**src/rtl/cfc_pkg.sv**
```systemverilog
package cfc_pkg;

    typedef enum logic [1:0] {
        ERR_NONE  = 2'd0,
        ERR_SIG   = 2'd1,
        ERR_NOREF = 2'd2,
        ERR_ARC   = 2'd3
    } cfc_err_e;

endpackage

```
**src/rtl/cfc_ref_decode.sv**
```systemverilog
module cfc_ref_decode #(
    parameter int WORD_W = 32,
    parameter int SIG_W  = 16,
    parameter int ID_W   = 4,
    parameter int MARK_W = 4,
    parameter logic [MARK_W-1:0] MARK = '1
) (
    input  logic [WORD_W-1:0] word_i,
    output logic              is_ref_o,
    output logic [ID_W-1:0]   id_o,
    output logic [ID_W-1:0]   succ_t_o,
    output logic [ID_W-1:0]   succ_f_o,
    output logic [SIG_W-1:0]  sig_o
);
    localparam int ID_LSB = WORD_W - MARK_W - ID_W;
    localparam int ST_LSB = ID_LSB - ID_W;
    localparam int SF_LSB = ST_LSB - ID_W;

    always_comb begin
        is_ref_o = (word_i[WORD_W-1 -: MARK_W] == MARK);
        id_o     = word_i[ID_LSB +: ID_W];
        succ_t_o = word_i[ST_LSB +: ID_W];
        succ_f_o = word_i[SF_LSB +: ID_W];
        sig_o    = word_i[SIG_W-1:0];
    end
endmodule

```
**src/rtl/cfc_misr.sv**
```systemverilog
module cfc_misr #(
    parameter int WORD_W = 32,
    parameter int SIG_W  = 16,
    parameter logic [SIG_W-1:0] POLY = 16'h1021
) (
    input  logic              clk,
    input  logic              rst_n,
    input  logic              step_i,
    input  logic              restart_i,
    input  logic [WORD_W-1:0] word_i,
    output logic [SIG_W-1:0]  sig_fin_o,
    output logic [SIG_W-1:0]  sig_q_o
);
    localparam int CHUNKS = WORD_W / SIG_W;

    typedef struct packed {
        logic [SIG_W-1:0] sig;
    } misr_st_t;

    misr_st_t st_d, st_q;

    function automatic logic [SIG_W-1:0] fold(input logic [WORD_W-1:0] w);
        logic [SIG_W-1:0] f;
        f = '0;
        for (int k = 0; k < CHUNKS; k++) begin
            f ^= w[k*SIG_W +: SIG_W];
        end
        return f;
    endfunction

    function automatic logic [SIG_W-1:0] advance(input logic [SIG_W-1:0] s,
                                                 input logic [SIG_W-1:0] f);
        return {s[SIG_W-2:0], 1'b0} ^ (s[SIG_W-1] ? POLY : '0) ^ f;
    endfunction

    always_comb begin
        st_d      = st_q;
        sig_fin_o = step_i ? advance(st_q.sig, fold(word_i)) : st_q.sig;
        st_d.sig  = sig_fin_o;
        if (restart_i) begin
            st_d.sig = '1;
        end
    end

    always_ff @(posedge clk or negedge rst_n) begin
        if (!rst_n) begin
            st_q <= '{sig: '1};
        end else begin
            st_q <= st_d;
        end
    end

    assign sig_q_o = st_q.sig;

    assert_restart_R2: assert property (@(posedge clk) disable iff (!rst_n)
        restart_i |=> (sig_q_o == '1));

    assert_hold_R9: assert property (@(posedge clk) disable iff (!rst_n)
        (!step_i && !restart_i) |=> $stable(sig_q_o));
endmodule

```
**src/rtl/cfc_node_track.sv**
```systemverilog
module cfc_node_track #(
    parameter int SIG_W = 16,
    parameter int ID_W  = 4
) (
    input  logic             clk,
    input  logic             rst_n,
    input  logic             ref_i,
    input  logic             branch_i,
    input  logic             taken_i,
    input  logic [ID_W-1:0]  ref_id_i,
    input  logic [ID_W-1:0]  ref_st_i,
    input  logic [ID_W-1:0]  ref_sf_i,
    input  logic [SIG_W-1:0] ref_sig_i,
    input  logic [SIG_W-1:0] sig_fin_i,
    output logic             ev_sig_o,
    output logic             ev_noref_o,
    output logic             ev_arc_o
);
    typedef struct packed {
        logic             ref_seen;
        logic [SIG_W-1:0] ref_sig;
        logic [ID_W-1:0]  pend_t;
        logic [ID_W-1:0]  pend_f;
        logic             ctx_valid;
        logic [ID_W-1:0]  exp_id;
    } trk_st_t;

    trk_st_t st_d, st_q;

    always_comb begin
        st_d       = st_q;
        ev_sig_o   = 1'b0;
        ev_noref_o = 1'b0;
        ev_arc_o   = 1'b0;
        if (ref_i) begin
            st_d.ref_seen = 1'b1;
            st_d.ref_sig  = ref_sig_i;
            st_d.pend_t   = ref_st_i;
            st_d.pend_f   = ref_sf_i;
            if (st_q.ctx_valid && (ref_id_i != st_q.exp_id)) begin
                ev_arc_o = 1'b1;
            end
        end
        if (branch_i) begin
            if (!st_q.ref_seen) begin
                ev_noref_o = 1'b1;
            end else if (sig_fin_i != st_q.ref_sig) begin
                ev_sig_o = 1'b1;
            end
            st_d.ctx_valid = st_q.ref_seen;
            st_d.exp_id    = taken_i ? st_q.pend_t : st_q.pend_f;
            st_d.ref_seen  = 1'b0;
        end
    end

    always_ff @(posedge clk or negedge rst_n) begin
        if (!rst_n) begin
            st_q <= '0;
        end else begin
            st_q <= st_d;
        end
    end

    // A node's ref word must be consumed by its closing branch: the next node starts clean.
    assert_node_reset_R4: assert property (@(posedge clk) disable iff (!rst_n)
        (branch_i && !ref_i) |=> !st_q.ref_seen);
endmodule

```
**src/rtl/cfc_watchdog.sv**
```systemverilog
module cfc_watchdog #(
    parameter int WORD_W = 32,
    parameter int SIG_W  = 16,
    parameter int ID_W   = 4,
    parameter int MARK_W = 4,
    parameter logic [SIG_W-1:0] POLY = 16'h1021
) (
    input  logic              clk,
    input  logic              rst_n,
    input  logic              fetch_valid,
    input  logic [WORD_W-1:0] fetch_word,
    input  logic              branch_end,
    input  logic              branch_taken,
    input  logic              err_clear,
    output logic              err_flag,
    output logic [1:0]        err_code
);
    import cfc_pkg::*;

    localparam logic [MARK_W-1:0] MARK = '1;

    typedef struct packed {
        logic     flag;
        cfc_err_e code;
    } err_st_t;

    logic             is_ref;
    logic [ID_W-1:0]  ref_id, ref_st, ref_sf;
    logic [SIG_W-1:0] ref_sig, sig_fin, sig_run;
    logic             acc_ref, acc_ins, acc_br;
    logic             ev_sig, ev_noref, ev_arc, ev_any;
    cfc_err_e         ev_code;
    err_st_t          err_d, err_q;

    cfc_ref_decode #(
        .WORD_W(WORD_W), .SIG_W(SIG_W), .ID_W(ID_W), .MARK_W(MARK_W), .MARK(MARK)
    ) u_dec (
        .word_i   (fetch_word),
        .is_ref_o (is_ref),
        .id_o     (ref_id),
        .succ_t_o (ref_st),
        .succ_f_o (ref_sf),
        .sig_o    (ref_sig)
    );

    assign acc_ref = fetch_valid && is_ref;
    assign acc_ins = fetch_valid && !is_ref;
    assign acc_br  = fetch_valid && branch_end;

    cfc_misr #(.WORD_W(WORD_W), .SIG_W(SIG_W), .POLY(POLY)) u_misr (
        .clk       (clk),
        .rst_n     (rst_n),
        .step_i    (acc_ins),
        .restart_i (acc_br),
        .word_i    (fetch_word),
        .sig_fin_o (sig_fin),
        .sig_q_o   (sig_run)
    );

    cfc_node_track #(.SIG_W(SIG_W), .ID_W(ID_W)) u_trk (
        .clk        (clk),
        .rst_n      (rst_n),
        .ref_i      (acc_ref),
        .branch_i   (acc_br),
        .taken_i    (branch_taken),
        .ref_id_i   (ref_id),
        .ref_st_i   (ref_st),
        .ref_sf_i   (ref_sf),
        .ref_sig_i  (ref_sig),
        .sig_fin_i  (sig_fin),
        .ev_sig_o   (ev_sig),
        .ev_noref_o (ev_noref),
        .ev_arc_o   (ev_arc)
    );

    always_comb begin
        ev_any  = ev_sig || ev_noref || ev_arc;
        ev_code = ev_arc   ? ERR_ARC   :
                  ev_noref ? ERR_NOREF :
                  ev_sig   ? ERR_SIG   : ERR_NONE;
        err_d = err_q;
        if (err_clear) begin
            err_d.flag = ev_any;
            err_d.code = ev_code;
        end else if (ev_any && !err_q.flag) begin
            err_d.flag = 1'b1;
            err_d.code = ev_code;
        end
    end

    always_ff @(posedge clk or negedge rst_n) begin
        if (!rst_n) begin
            err_q <= '{flag: 1'b0, code: ERR_NONE};
        end else begin
            err_q <= err_d;
        end
    end

    assign err_flag = err_q.flag;
    assign err_code = err_q.code;

    assert_code_idle_R1: assert property (@(posedge clk) disable iff (!rst_n)
        !err_flag |-> (err_code == 2'd0));

    assert_ref_excluded_R6: assert property (@(posedge clk) disable iff (!rst_n)
        (acc_ref && !branch_end) |=> $stable(sig_run));

    assert_sticky_R7: assert property (@(posedge clk) disable iff (!rst_n)
        (err_flag && !err_clear) |=> (err_flag && $stable(err_code)));

    assert_clear_R8: assert property (@(posedge clk) disable iff (!rst_n)
        (err_clear && !ev_any) |=> !err_flag);

    assert_clear_race_R8: assert property (@(posedge clk) disable iff (!rst_n)
        (err_clear && ev_any) |=> err_flag);
endmodule

```
**config.mk**
```make
export PLATFORM = sky130hd
export DESIGN_NAME = cfc_watchdog
export DESIGN_NICKNAME = d
export VERILOG_FILES = /design/src/rtl/cfc_pkg.sv /design/src/rtl/cfc_ref_decode.sv /design/src/rtl/cfc_misr.sv /design/src/rtl/cfc_node_track.sv /design/src/rtl/cfc_watchdog.sv
export SDC_FILE = /design/constraint.sdc
export NUM_CORES = 1
export LEC_CHECK = 0
export ABC_CLOCK_PERIOD_IN_PS = 2500
export BUFFER_PORTS_ARGS = -buffer_cell sky130_fd_sc_hd__buf_2
export CORE_ASPECT_RATIO = 1.2
export CORE_MARGIN = 2
export CORE_UTILIZATION = 45
export CTS_CLUSTER_SIZE = 20
export DETAILED_ROUTE_END_ITERATION = 8
export GPL_TIMING_DRIVEN = 0
export PLACE_DENSITY = 0.74
export SYNTH_ARGS = -nofsm -noshare
export SYNTH_HDL_FRONTEND = slang
export SYNTH_HIERARCHICAL = 1
export SYNTH_SLANG_ARGS = --single-unit
```
**constraint.sdc**
```tcl
create_clock -name clk -period 2.5 [get_ports clk]
set_input_delay 0.5 -clock clk [delete_from_list [all_inputs] [get_ports clk]]
set_output_delay 0.5 -clock clk [all_outputs]
set_load 0.01 [all_outputs]
```
; ---- After elaboration in Yosys (flattened, before gate mapping)
; Cells that the tools add are included.
[word_totals]
regBits = 49
latch_bits = 0
ramBits = 0
romBits = 0
in_bits = 38
output_inout_bits = 3
word_cells = 44
n_memories = 0
[op_classes]
add_sub_neg = 0
mul = 0
div = 0
order_cmp = 0
n_eq_ne = 3
n_shift = 0
muxes = 18
bitwise = 3
reduce_logical = 11
[ops]
columns = operator, n
row1 = bitwise XOR 16 bit, 3
row2 = two-way mux 16 bit, 2
row3 = two-way mux 25 bit, 1
row4 = != test 16 bit, 1
row5 = two-way mux 13 bit, 1
row6 = two-way mux 1 bit, 9
row7 = two-way mux 3 bit, 2
row8 = logical AND 1 bit, 5
row9 = == test 4 bit (second input constant), 1
row10 = two-way mux 2 bit, 2
row11 = two-way mux 4 bit, 1
row12 = != test 4 bit, 1
row13 = nonzero test 2 bit, 2
row14 = zero test 1 bit, 2
row15 = logical OR 1 bit, 2

; ---- Logic depth before layout (Yosys ltp)
; Gate-level depths: netlist of the first run.
[logic_depth]
word_depth = 13
ltp_mapped = 13
mapped_depth_nobuf = 11

; ---- By module
; The synthesis of the first run kept the hierarchy.
[by_module_without_submodules]
columns = module, n_inst, cells_each, area_per_inst_um2, seq_area_each_um2
row1 = cfc_node_track, 1, 105, 1415.1, 750.7
row2 = cfc_misr, 1, 108, 1116.1, 420.4
row3 = cfc_ref_decode, 1, 29, 219.0, 0.0
row4 = cfc_watchdog, 1, 16, 168.9, 75.1

; ---- Worst setup path before layout of the first run
; No wires, ideal clock.
[synth_timing]
path_type = input port to flip-flop
startpoint = input port fetch_word[30]
endpoint = register err_q, in the netlist err_code[0]
setup_ps = 121
arrival_ps = 2280
required_ps = 2379
slack_ps = 99
stages = 11
n_path_buf = 2
cell_sequence = and4_1 nor2b_1 buf_2 buf_2 a21o_1 xnor2_1 nand4_1 nor4_1 nor2_1 a2bb2oi_2 o22a_1
[synth_between]
elab_chain_len = 13
elab_cells_between_ends = 21
classes_between = 2 x eq/ne / 10 x mux / 2 x bitwise / 7 x reduce/logical
[synth_lines]
columns = element, line_no
row1 = from (decl), cfc_watchdog.sv:11  ; input logic [WORD_W-1:0] fetch_word,
row2 = == test 4 bit (*), cfc_ref_decode.sv:20  ; is_ref_o = (word_i[WORD_W-1 -: MARK_W] == MARK);
row3 = zero test 1 bit (*), cfc_watchdog.sv:47  ; assign acc_ins = fetch_valid && !is_ref;
row4 = logical AND 1 bit (*), cfc_watchdog.sv:47
row5 = net acc_ins, cfc_watchdog.sv:30  ; logic acc_ref, acc_ins, acc_br;
row6 = two-way mux 16 bit (*), cfc_misr.sv:38  ; sig_fin_o = step_i ? advance(st_q.sig, fold(word_i)) : st_q.sig;
row7 = net sig_fin[10], cfc_watchdog.sv:29  ; logic [SIG_W-1:0] ref_sig, sig_fin, sig_run;
row8 = != test 16 bit (*), cfc_node_track.sv:47  ; end else if (sig_fin_i != st_q.ref_sig) begin
row9 = two-way mux 1 bit (*), cfc_node_track.sv:47
row10 = two-way mux 1 bit (*), cfc_node_track.sv:45  ; if (!st_q.ref_seen) begin
row11 = two-way mux 1 bit (*), cfc_node_track.sv:44  ; if (branch_i) begin
row12 = net ev_sig, cfc_watchdog.sv:31  ; logic ev_sig, ev_noref, ev_arc, ev_any;
row13 = two-way mux 1 bit, cfc_watchdog.sv:80  ; ev_sig ? ERR_SIG : ERR_NONE;
row14 = two-way mux 2 bit, cfc_watchdog.sv:79  ; ev_noref ? ERR_NOREF :
row15 = two-way mux 2 bit, cfc_watchdog.sv:78  ; ev_code = ev_arc ? ERR_ARC :
row16 = two-way mux 3 bit, cfc_watchdog.sv:85  ; end else if (ev_any && !err_q.flag) begin
row17 = two-way mux 3 bit, cfc_watchdog.sv:82  ; if (err_clear) begin
row18 = to (signal assigned), cfc_watchdog.sv:93  ; err_q <= '{flag: 1'b0, code: ERR_NONE};
row19 = to (signal assigned), cfc_watchdog.sv:95  ; err_q <= err_d;
row20 = to (decl), cfc_watchdog.sv:33  ; err_st_t err_d, err_q;
; The timed path passes the listed nets; every way through them passes the cells marked *. The select of a mux whose other input is x is not followed.
; A chain may end at the register's enable or synchronous reset.

; ---- Final worst setup path of the first run
[layout_timing]
startpoint = input port fetch_word[30]
endpoint = register err_q, in the netlist err_code[0]
[layout_between]
elab_chain_len = 13
elab_cells_between_ends = 21
classes_between = 2 x eq/ne / 10 x mux / 2 x bitwise / 7 x reduce/logical
[layout_lines]
columns = element, line_no
row1 = == test 4 bit (*), cfc_ref_decode.sv:20
row2 = net is_ref, cfc_watchdog.sv:27  ; logic is_ref;
row3 = zero test 1 bit (*), cfc_watchdog.sv:47
row4 = logical AND 1 bit (*), cfc_watchdog.sv:47
row5 = net acc_ins, cfc_watchdog.sv:30
row6 = two-way mux 16 bit (*), cfc_misr.sv:38
row7 = net sig_fin[14], cfc_watchdog.sv:29
row8 = != test 16 bit (*), cfc_node_track.sv:47
row9 = two-way mux 1 bit (*), cfc_node_track.sv:47
row10 = two-way mux 1 bit (*), cfc_node_track.sv:45
row11 = two-way mux 1 bit (*), cfc_node_track.sv:44
row12 = net ev_sig, cfc_watchdog.sv:31
row13 = two-way mux 1 bit, cfc_watchdog.sv:80
row14 = two-way mux 2 bit, cfc_watchdog.sv:79
row15 = two-way mux 2 bit, cfc_watchdog.sv:78
row16 = two-way mux 3 bit, cfc_watchdog.sv:85
row17 = two-way mux 3 bit, cfc_watchdog.sv:82
; Marks and branches as above.

==> results of run 1 <==
## worst paths after layout
check / startpoint / end / slack [ns] / depth (start not counted)
worst max-delay path: fetch_word[30] / err_code[0] / 0.13 / 12
worst min-delay path: rst_n / err_code[1] / 0.39 / 1
worst max register to register: u_misr/sig_q_o[10] / err_code[0] / 0.30 / 9
worst min register to register: u_trk/st_q[8] / u_trk/st_q[8] / 0.51 / 1
max in group asynchronous: rst_n / u_trk/st_q[15] / 1.44 / 1
min in group clk: err_clear / err_code[1] / 0.48 / 3
## sequential cells by signal, summed over array words and instances (netlist names)
register        cells
u_trk/st_q         30
u_misr/sig_q_o     16
err_code            2
err_flag            1
## cell usage after synthesis
cell / instances
nand2_1: 4
nor2b_1: 18
a2bb2oi_2: 1
o21ai_0: 2
nor3_1: 3
nand2b_1: 1
nand3b_1: 1
dfrtp_1: 33
nand2b_4: 1
a21o_1: 12
a41oi_1: 1
a21oi_1: 8
nand4_1: 4
mux2_4: 7
xnor2_1: 54
nor4_1: 1
nor2_1: 9
and4_1: 1
dfstp_2: 16
clkbuf_2: 1
buf_6: 3
o22a_1: 1
mux2i_1: 4
clkbuf_1: 1
buf_4: 29
a21o_2: 2
a211o_1: 14
mux2_2: 17
inv_1: 1
buf_2: 6
and2_1: 2
## metrics by stage
stage / setup WS (ns) / util
after floorplan: 0.0993 / -
after global placement: -0.586 / 0.506
after detailed placement: -0.564 / 0.506
after CTS: 0.00220 / 0.521
after global routing: 0.00828 / 0.527
final: 0.128 / 0.527
## cells in the final DEF, fill, tap and decap left out, types with 2 or more instances in the layout
cell type	instances
xnor2_1	54
buf_2	42
dfrtp_1	33
buf_4	28
nor2b_1	17
mux2_2	17
dfstp_2	16
a211o_1	14
a21o_1	12
nor2_1	8
buf_6	7
a21oi_1	7
mux2_4	7
clkbuf_8	5
nand2_1	4
clkbuf_1	4
nand4_1	4
mux2i_1	4
nor3_1	3
and2_1	2
o21ai_0	2
a21o_2	2
## power groups by stage
stage / Sequential [mW] / Combinational [mW] / Clock (mW)
2_1_floorplan: 1.10 / 0.598 / 0
3_3_place_gp: 1.12 / 0.733 / 0
3_5_place_dp: 1.13 / 0.749 / 0
4_1_cts: 1.12 / 0.760 / 0.464
5_1_grt: 1.14 / 0.845 / 0.491
6_report: 1.12 / 0.768 / 0.440
## kinds of logic after synthesis
family,count (synthesis)
xor gates and xnor gates,54
DFF,49
and+or+nand+nor,45
AOI/OAI and AO/OA,41
buffers and inverters,41
muxes,28
## what timing repair did
| item | 4_1_cts | 5_1_grt |
|---|---|---|
| gates resized for setup | 5 | 8 |
| endpoints found under the setup margin | 3 | 3 |
| pin swaps | 0 | 4 |
## metal layers
layer	up-vias	GRT usage	wire length [um]
met2	43	0.305	2900
met1	957	0.223	2570
met3	10	0.0305	203
li1	936	-	-
met5	-	0	0
met4	0	0.0536	89
## final cells by class
| class | instances | area [um2] | share of cell area |
|---|---|---|---|
| Sequential cell | 49 | 1250 | 0.372 |
| Multi-Input combinational cell | 168 | 1410 | 0.420 |
| Tap cell | 85 | 106 | 0.0317 |
| Timing Repair Buffer | 39 | 195 | 0.0582 |
| Inverter | 1 | 3.75 | 0.00112 |
| Clock buffer | 8 | 80.1 | 0.0239 |
| Buffer | 40 | 313 | 0.0933 |
==> reports/summary.txt, run 1 <==
Tot GR Track Use: 0.176
Arr. time, crit path: 2.56 ns
placed cell count: 382
number of remaining DRC errors: 0
ratio of cells with drive above 1 in the final layout: 0.430
flops & latches, synth: 49
kind of critical path: in2reg
drt initial violations: 42
Post-layout nets: 342
Core Region: 0.00637 mm2
post-synth cell types: 31
Adder-Cell Fraction of Synth Area: 0
global route overflow: 0
drt first pass iters: 4
DR vias/cell: 4.99
Leakage: 1.53 nW
crit share post-route: 0.949
CP bufs+invs: 3
post-route setup TNS: 0 ns
Max-slew headroom: 0.279
HP Class: in2async
most used cell, CP: buf_6
Required @ worst endpoint: 2.69 ns
Vias: 1946
initial antenna violation count: 0
CP max stage delay: 0.34 ns
clk_lat worst skew: 0.29 ns
diodes inserted: 0
Final Hold Violating Endpoints: 0
Crit-path slowest cell: nor4_4
clock buffer depth: 2
DRT antenna net count: 0
CP max FO: 10
sequential fraction of the synthesis area: 0.427
Max VDD drop: 0.237 mV
PnR Total Power: 2.32 mW
netlist area before placement: 0.00292 mm2
CP Cell Sequence: buf_2 -> and4_1 -> nor2b_4 -> buf_6 -> buf_6 -> a21o_1 -> xnor2_1 -> nand4_1 -> nor4_4 -> nor2_2 -> a2bb2oi_2 -> o22a_1
Post-Layout Inst Area: 0.00335 mm2
clock skew: 0.00369 ns
first-pass GRT wire length: 9.86 mm
cts bufs inserted: 5
crit path launch type: input port
H-tree depth: 2
final setup fails: 0
mux cell area share after synthesis: 0.115
Die Wd: 77.5 um
Filler Cell Count: 575
post-synth top area share: 0.283
largest area contributor in the netlist: dfrtp_1
Ports: 41
CTS tree: built
kind of cell adding the most delay to the critical path: simple AND/OR/NAND/NOR gates
area grow syn2layout: 14.8%
Post-Synthesis Cells: 258
maximum number of pins on one net before global-route repair: 50
Post-DP HPWL: 4.34 mm
clock sink total: 49
Ys Warns: 6
Max Slew Vio Count: 0
fraction of synthesized cell area in xor and xnor cells: 0.162
switching pwr: 0.684 mW
Min Hold Slack: 0.391 ns
Synth Area in Compound Gates: 0.107
CTS Hold Bufs: 0
row cnt: 32
sw frac: 0.294
DP Area: 0.00322 mm2
synth top area cells: dfrtp_1, xnor2_1, dfstp_2
largest family of logic cells by synthesized area: XOR/XNOR gates
RSZ-0062 raised after global routing: false
IO buf count: 39
DRT Wirelength: 5.77 mm
wire per inst: 14.8 um
Root Buffer: clkbuf_8
Die ar.: 0.00715 mm2
outcome: finished, final reports clean
gpl congestion: 0.770
internal power: 1.64 mW
register clock-pin slew on the reported worst setup and hold paths: 0.08 ns
Synth Area in Simple Gates: 0.0879
achievable frequency: 422 MHz
syn_nets: 296
Clk pwr share: 0.189
Least-Margin Pin Slew: 1.08 ns
PD cells: 693 mW/mm2
Tmin final: 2.37 ns
post-CTS setup buffer count: 0
Avg Inst Size Synth: 11.3 um2
vias in the first global route: 2094
MaxCap Viol Count: 0
Setup crit end kind: flip-flop
Gate power share: 0.331
sequential power share: 0.480
Starting Density: 0.459
fin cells: 390
Die Y-Extent: 92.2 um
(Power assumes the default switching activity.)
==> inputs of run 2 (changes only) <==
- CAP_MARGIN: not set -> 20
- RECOVER_POWER: not set -> 25
==> reports/summary.txt, run 2 (same netlist as run 1, synthesis figures left out) <==
clock buffer depth: 2 (unchanged)
diodes inserted: 0 (unchanged)
commonest cells after routing, fill and taps aside: xnor2_1, buf_2, dfrtp_1, buf_4 (unchanged)
PD cells: 692 mW/mm2 (was 693 mW/mm2)
clock skew: 0.00398 ns (was 0.00369 ns)
Die Y-Extent: 92.2 um (unchanged)
kind of critical path: in2reg (unchanged)
area of the multi-input gates: 0.00141 mm2 (unchanged)
Starting Density: 0.459 (unchanged)
wire per inst: 14.7 um (was 14.8 um)
area grow syn2layout: 15.0% (was 14.8%)
Least-Margin Pin Slew: 1.00 ns (was 1.08 ns)
MaxCap Viol Count: 0 (unchanged)
maximum number of pins on one net before global-route repair: 50 (unchanged)
row cnt: 32 (unchanged)
initial antenna violation count: 0 (unchanged)
RSZ-0062 raised after global routing: false (unchanged)
cts bufs inserted: 5 (unchanged)
max reg flops: 30 (unchanged)
Final Hold Violating Endpoints: 0 (unchanged)
Leakage: 1.53 nW (about the same)
Required @ worst endpoint: 2.69 ns (about the same)
FF+latch area: 0.00125 mm2 (unchanged)
post-CTS setup buffer count: 0 (unchanged)
Post-layout nets: 343 (was 342)
Die Wd: 77.5 um (unchanged)
met3 Track Usage GR: 0.0305 (unchanged)
post-route setup TNS: 0 ns (unchanged)
drt initial violations: 44 (was 42)
DR vias/cell: 5.00 (was 4.99)
clock sink total: 49 (unchanged)
Core Region: 0.00637 mm2 (unchanged)
DRT Wirelength: 5.73 mm (was 5.77 mm)
Arr. time, crit path: 2.54 ns (was 2.56 ns)
global route overflow: 0 (unchanged)
ratio of cells with drive above 1 in the final layout: 0.428 (was 0.430)
vias in the first global route: 2094 (unchanged)
most used cell, CP: buf_6 (unchanged)
CP max FO: 10 (unchanged)
Largest Register: u_trk/st_q (unchanged)
Crit-path slowest cell: nor4_4 (unchanged)
CP Cell Sequence: buf_2 -> and4_1 -> nor2b_4 -> buf_6 -> buf_6 -> nor2_1 -> a21oi_2 -> xnor2_1 -> nand4_1 -> nor4_4 -> nor2_2 -> a2bb2oi_2 -> o22a_1 (was buf_2 -> and4_1 -> nor2b_4 -> buf_6 -> buf_6 -> a21o_1 -> xnor2_1 -> nand4_1 -> nor4_4 -> nor2_2 -> a2bb2oi_2 -> o22a_1)
PnR Total Power: 2.32 mW (about the same)
DRT antenna net count: 0 (unchanged)
DP Area: 0.00322 mm2 (unchanged)
CP bufs+invs: 3 (unchanged)
Core Util, Final: 0.527 (about the same)
HP Class: in2async (unchanged)
Filler Cell Count: 576 (was 575)
Tmin final: 2.35 ns (was 2.37 ns)
Post-Layout Inst Area: 0.00336 mm2 (was 0.00335 mm2)
Die ar.: 0.00715 mm2 (unchanged)
Vias: 1956 (was 1946)
crit share post-route: 0.939 (was 0.949)
grt met1 use: 0.223 (unchanged)
Max-slew headroom: 0.332 (was 0.279)
drt first pass iters: 6 (was 4)
H-tree depth: 2 (unchanged)
Setup crit end kind: flip-flop (unchanged)
clk_lat worst skew: 0.29 ns (about the same)
gpl congestion: 0.770 (unchanged)
number of remaining DRC errors: 0 (unchanged)
crit path launch type: input port (unchanged)
Post-DP HPWL: 4.34 mm (unchanged)
IO buf count: 39 (unchanged)
commonest non-fill, non-tap cell in the layout: xnor2_1 (unchanged)
final setup fails: 0 (unchanged)
reg2reg path depth: 9 (unchanged)
Max VDD drop: 0.237 mV (about the same)
Most Crowded Layer GR: met2 (unchanged)
CTS tree: built (unchanged)
Min Hold Slack: 0.118 ns (was 0.391 ns)
register clock-pin slew on the reported worst setup and hold paths: 0.08 ns (about the same)
outcome: finished, final reports clean (unchanged)
Reg-to-Reg End: err_code[0] (unchanged)
first-pass GRT wire length: 9.86 mm (unchanged)
kind of cell adding the most delay to the critical path: simple AND/OR/NAND/NOR gates (unchanged)
Critical R2R Launch: u_misr/sig_q_o[10] (unchanged)
CP max stage delay: 0.29 ns (was 0.34 ns)
met2 Use GR: 0.305 (unchanged)
Max Slew Vio Count: 0 (unchanged)
achievable frequency: 426 MHz (was 422 MHz)
Ports: 41 (unchanged)
Root Buffer: clkbuf_8 (unchanged)
worst reg-to-reg setup slack: 0.31 ns (was 0.30 ns)
Tot GR Track Use: 0.176 (unchanged)
==> run 2: cell types whose count changed in the layout (fill, tap and decap cells not counted) <==
| cell | previous run | this run |
|---|---|---|
| buf_2 | 42 | 41 |
| clkbuf_1 | 4 | 5 |
| clkbuf_2 | 1 | 2 |
==> run 2: power by group <==
| group | leakage (nW) | total (mW) | internal (mW) | switching (mW) |
|---|---|---|---|---|
| Clock | 0.0395 | 0.440 | 0.199 | 0.241 |
| Combinational | 0.917 | 0.768 | 0.444 | 0.324 |
| Sequential | 0.575 | 1.12 | 0.996 | 0.120 |
==> run 2: layout make-up <==
class	instances	area share
plain buffers	40	0.0932
clock buffers	8	0.0239
inverters	1	0.00112
multi-input cells	168	0.419
flip-flops and latches	49	0.371
well taps	85	0.0317
repair buffers	40	0.0593
==> run 2: worst max-delay path by stage <==
stage	end	from	cells after the start
after floorplan	err_code[0]	fetch_word[30]	11
after global placement	err_code[0]	fetch_word[30]	12
after detailed placement	err_code[0]	fetch_word[30]	12
after CTS	err_code[0]	fetch_word[30]	13
after global routing	err_code[0]	fetch_word[30]	13
final	err_code[0]	fetch_word[30]	13
==> run 2: stage by stage <==
step	cells	setup slack, ns
6_report	391	0.152
5_1_grt	391	0.00828
4_1_cts	390	0.00220
3_5_place_dp	382	-0.564
3_3_place_gp	382	-0.586
2_1_floorplan	258	0.0993
==> run 2: what timing repair did <==
action                                  in CTS  in global routing
endpoints found under the setup margin       3                  3
hold buffers                                 0                  0
pin swaps                                    0                  4
gates resized for setup                      5                  8
==> run 2: per-layer routing <==
| metal | up-vias | routed length, um |
|---|---|---|
| li1 | 938 | - |
| met1 | 969 | 2520 |
| met2 | 41 | 2940 |
| met3 | 8 | 189 |
| met4 | 0 | 78 |
| met5 | - | 0 |
==> inputs of run 3 (changes only) <==
- ABC_CLOCK_PERIOD_IN_PS: 2500 -> 2700
- GPL_TIMING_DRIVEN: 0 -> not set
- clock period: 2.5 -> 2.7 ns (I/O delays scaled with it)
==> reports/summary.txt, run 3 (same netlist as run 1, synthesis figures left out) <==
outcome: finished, final reports clean (unchanged)
grt met1 use: 0.202 (was 0.223)
clock skew: 0.00807 ns (was 0.00398 ns)
drt initial violations: 65 (was 44)
DRT Wirelength: 5.38 mm (was 5.73 mm)
commonest non-fill, non-tap cell in the layout: xnor2_1 (unchanged)
CTS Hold Bufs: 0 (unchanged)
Final Hold Violating Endpoints: 0 (unchanged)
vias in the first global route: 1833 (was 2094)
PostCTS Resize Cnt: 0 (was 5)
sw frac: 0.291 (was 0.295)
clk_lat worst skew: 0.30 ns (was 0.29 ns)
final setup fails: 0 (unchanged)
internal power: 1.58 mW (was 1.64 mW)
H-tree depth: 2 (unchanged)
Post-Layout Inst Area: 0.00314 mm2 (was 0.00336 mm2)
cts bufs inserted: 5 (unchanged)
area of the multi-input gates: 0.00138 mm2 (was 0.00141 mm2)
diodes inserted: 0 (unchanged)
Post-DP HPWL: 4.04 mm (was 4.34 mm)
first-pass GRT wire length: 8.79 mm (was 9.86 mm)
global route overflow: 0 (unchanged)
drt first pass iters: 4 (was 6)
Die ar.: 0.00715 mm2 (unchanged)
Ports: 41 (unchanged)
Arr. time, crit path: 2.66 ns (was 2.54 ns)
reg2reg path depth: 9 (unchanged)
Tmin final: 2.46 ns
Tot GR Track Use: 0.158 (was 0.176)
DRT antenna net count: 0 (unchanged)
initial antenna violation count: 0 (unchanged)
Filler Cell Count: 579 (was 576)
crit share post-route: 0.913
Most Crowded Layer GR: met2 (unchanged)
Min Hold Slack: 0.488 ns (was 0.118 ns)
register clock-pin slew on the reported worst setup and hold paths: 0.09 ns (was 0.08 ns)
Starting Density: 0.459 (unchanged)
Clk pwr share: 0.237 (was 0.189)
number of remaining DRC errors: 0 (unchanged)
Setup crit end kind: flip-flop (unchanged)
placed cell count: 350 (was 382)
clock sink total: 49 (unchanged)
HP Class: in2reg (was in2async)
final setup margin: 0.236 ns (was 0.152 ns)
post-CTS setup buffer count: 0 (unchanged)
Core Region: 0.00637 mm2 (unchanged)
PD cells: 711 mW/mm2 (was 692 mW/mm2)
wire per inst: 15.0 um (was 14.7 um)
Max Slew Vio Count: 0 (unchanged)
pre-CTS setup slack: -0.0463 ns (was -0.564 ns)
clock buffer depth: 2 (unchanged)
IO buf count: 40 (was 39)
cell depth of the worst hold path: 2
crit path launch type: input port (unchanged)
row cnt: 32 (unchanged)
Core Util, Final: 0.493 (was 0.527)
switching pwr: 0.649 mW (was 0.684 mW)
Post-layout nets: 310 (was 343)
kind of critical path: in2reg (unchanged)
gpl congestion: 0.789 (was 0.770)
max reg flops: 30 (unchanged)
CTS tree: built (unchanged)
met2 Use GR: 0.266 (was 0.305)
Die Wd: 77.5 um (unchanged)
post-route setup TNS: 0 ns (unchanged)
area grow syn2layout: 7.59% (was 15.0%)
CP max FO: 32 (was 10)
met3 Track Usage GR: 0.0285 (was 0.0305)
Die Y-Extent: 92.2 um (unchanged)
Least-Margin Pin Slew: 1.21 ns (was 1.00 ns)
maximum number of pins on one net before global-route repair: 50 (unchanged)
RSZ-0062 raised after global routing: false (unchanged)
Vias: 1796 (was 1956)
sequential power share: 0.466 (was 0.480)
Root Buffer: clkbuf_8 (unchanged)
DP Area: 0.00303 mm2 (was 0.00322 mm2)
Required @ worst endpoint: 2.89 ns (was 2.69 ns)
Gate power share: 0.297 (was 0.331)
Leakage: 1.38 nW (was 1.53 nW)
FF+latch area: 0.00125 mm2 (unchanged)
commonest cells after routing, fill and taps aside: xnor2_1, buf_2, dfrtp_1, nor2b_1, mux2_2 (was xnor2_1, buf_2, dfrtp_1, buf_4)
ratio of cells with drive above 1 in the final layout: 0.366 (was 0.428)
MaxCap Viol Count: 0 (unchanged)
Max-slew headroom: 0.192 (was 0.332)
achievable frequency: 406 MHz
PnR Total Power: 2.23 mW (was 2.32 mW)
Max VDD drop: 0.266 mV (was 0.237 mV)
DR vias/cell: 5.02 (was 5.00)
fin cells: 358 (was 391)
Largest Register: u_trk/st_q (unchanged)
run 3: changes by cell type in the layout (fill, tap and decap cells not counted), moves of 3 or more:
cell | previous run | this run
buf_4 | 28 | 3
clkbuf_1 | 5 | 0
buf_12 | 0 | 3
buf_6 | 7 | 0
run 3: worst max-delay path, stage by stage:
cell and delay, ns:
buf_2 0.11, and4_1 0.21, nor2b_2 0.15, buf_12 0.20, buf_12 0.16, nor2b_1 0.06
a21o_1 0.16, xnor2_1 0.13, nand4_1 0.12, nor4_1 0.33, nor2_1 0.14, a2bb2oi_2 0.18
o22a_1 0.17
run 3: final timing paths:
path	slack [ns]	endpoint	startpoint
hold reg to reg	0.51	err_code[1]	err_code[1]
max in group asynchronous	1.41	err_code[0]	rst_n
setup reg to reg	0.42	err_code[0]	u_misr/sig_q_o[15]
setup / recovery	0.24	err_code[0]	fetch_word[30]
hold / removal	0.49	u_trk/st_q[14]	fetch_word[1]
min in group asynchronous	0.56	err_code[1]	rst_n
run 3: cell type report:
type,instances,share of cell area
Multi-Input combinational cell,168,0.440
Inverter,1,0.00120
Clock buffer,5,0.0219
Tap cell,85,0.0339
Timing Repair Buffer,47,0.0916
Clock inverter,3,0.0147
Sequential cell,49,0.397
run 3: layer usage:
metal | vias up | share of wire | wire length [um]
li1 | 868 | - | -
met1 | 882 | 0.46 | 2480
met2 | 38 | 0.49 | 2620
met3 | 8 | 0.033 | 175
met4 | 0 | 0.019 | 100
met5 | - | 0 | 0
run 3: power groups by stage:
stage	clock network [mW]	logic (mW)	registers [mW]
floorplan	0	0.554	1.02
global placement	0	0.648	1.05
detailed placement	0	0.662	1.06
CTS	0.539	0.667	1.04
global route	0.569	0.724	1.06
finish	0.528	0.662	1.04
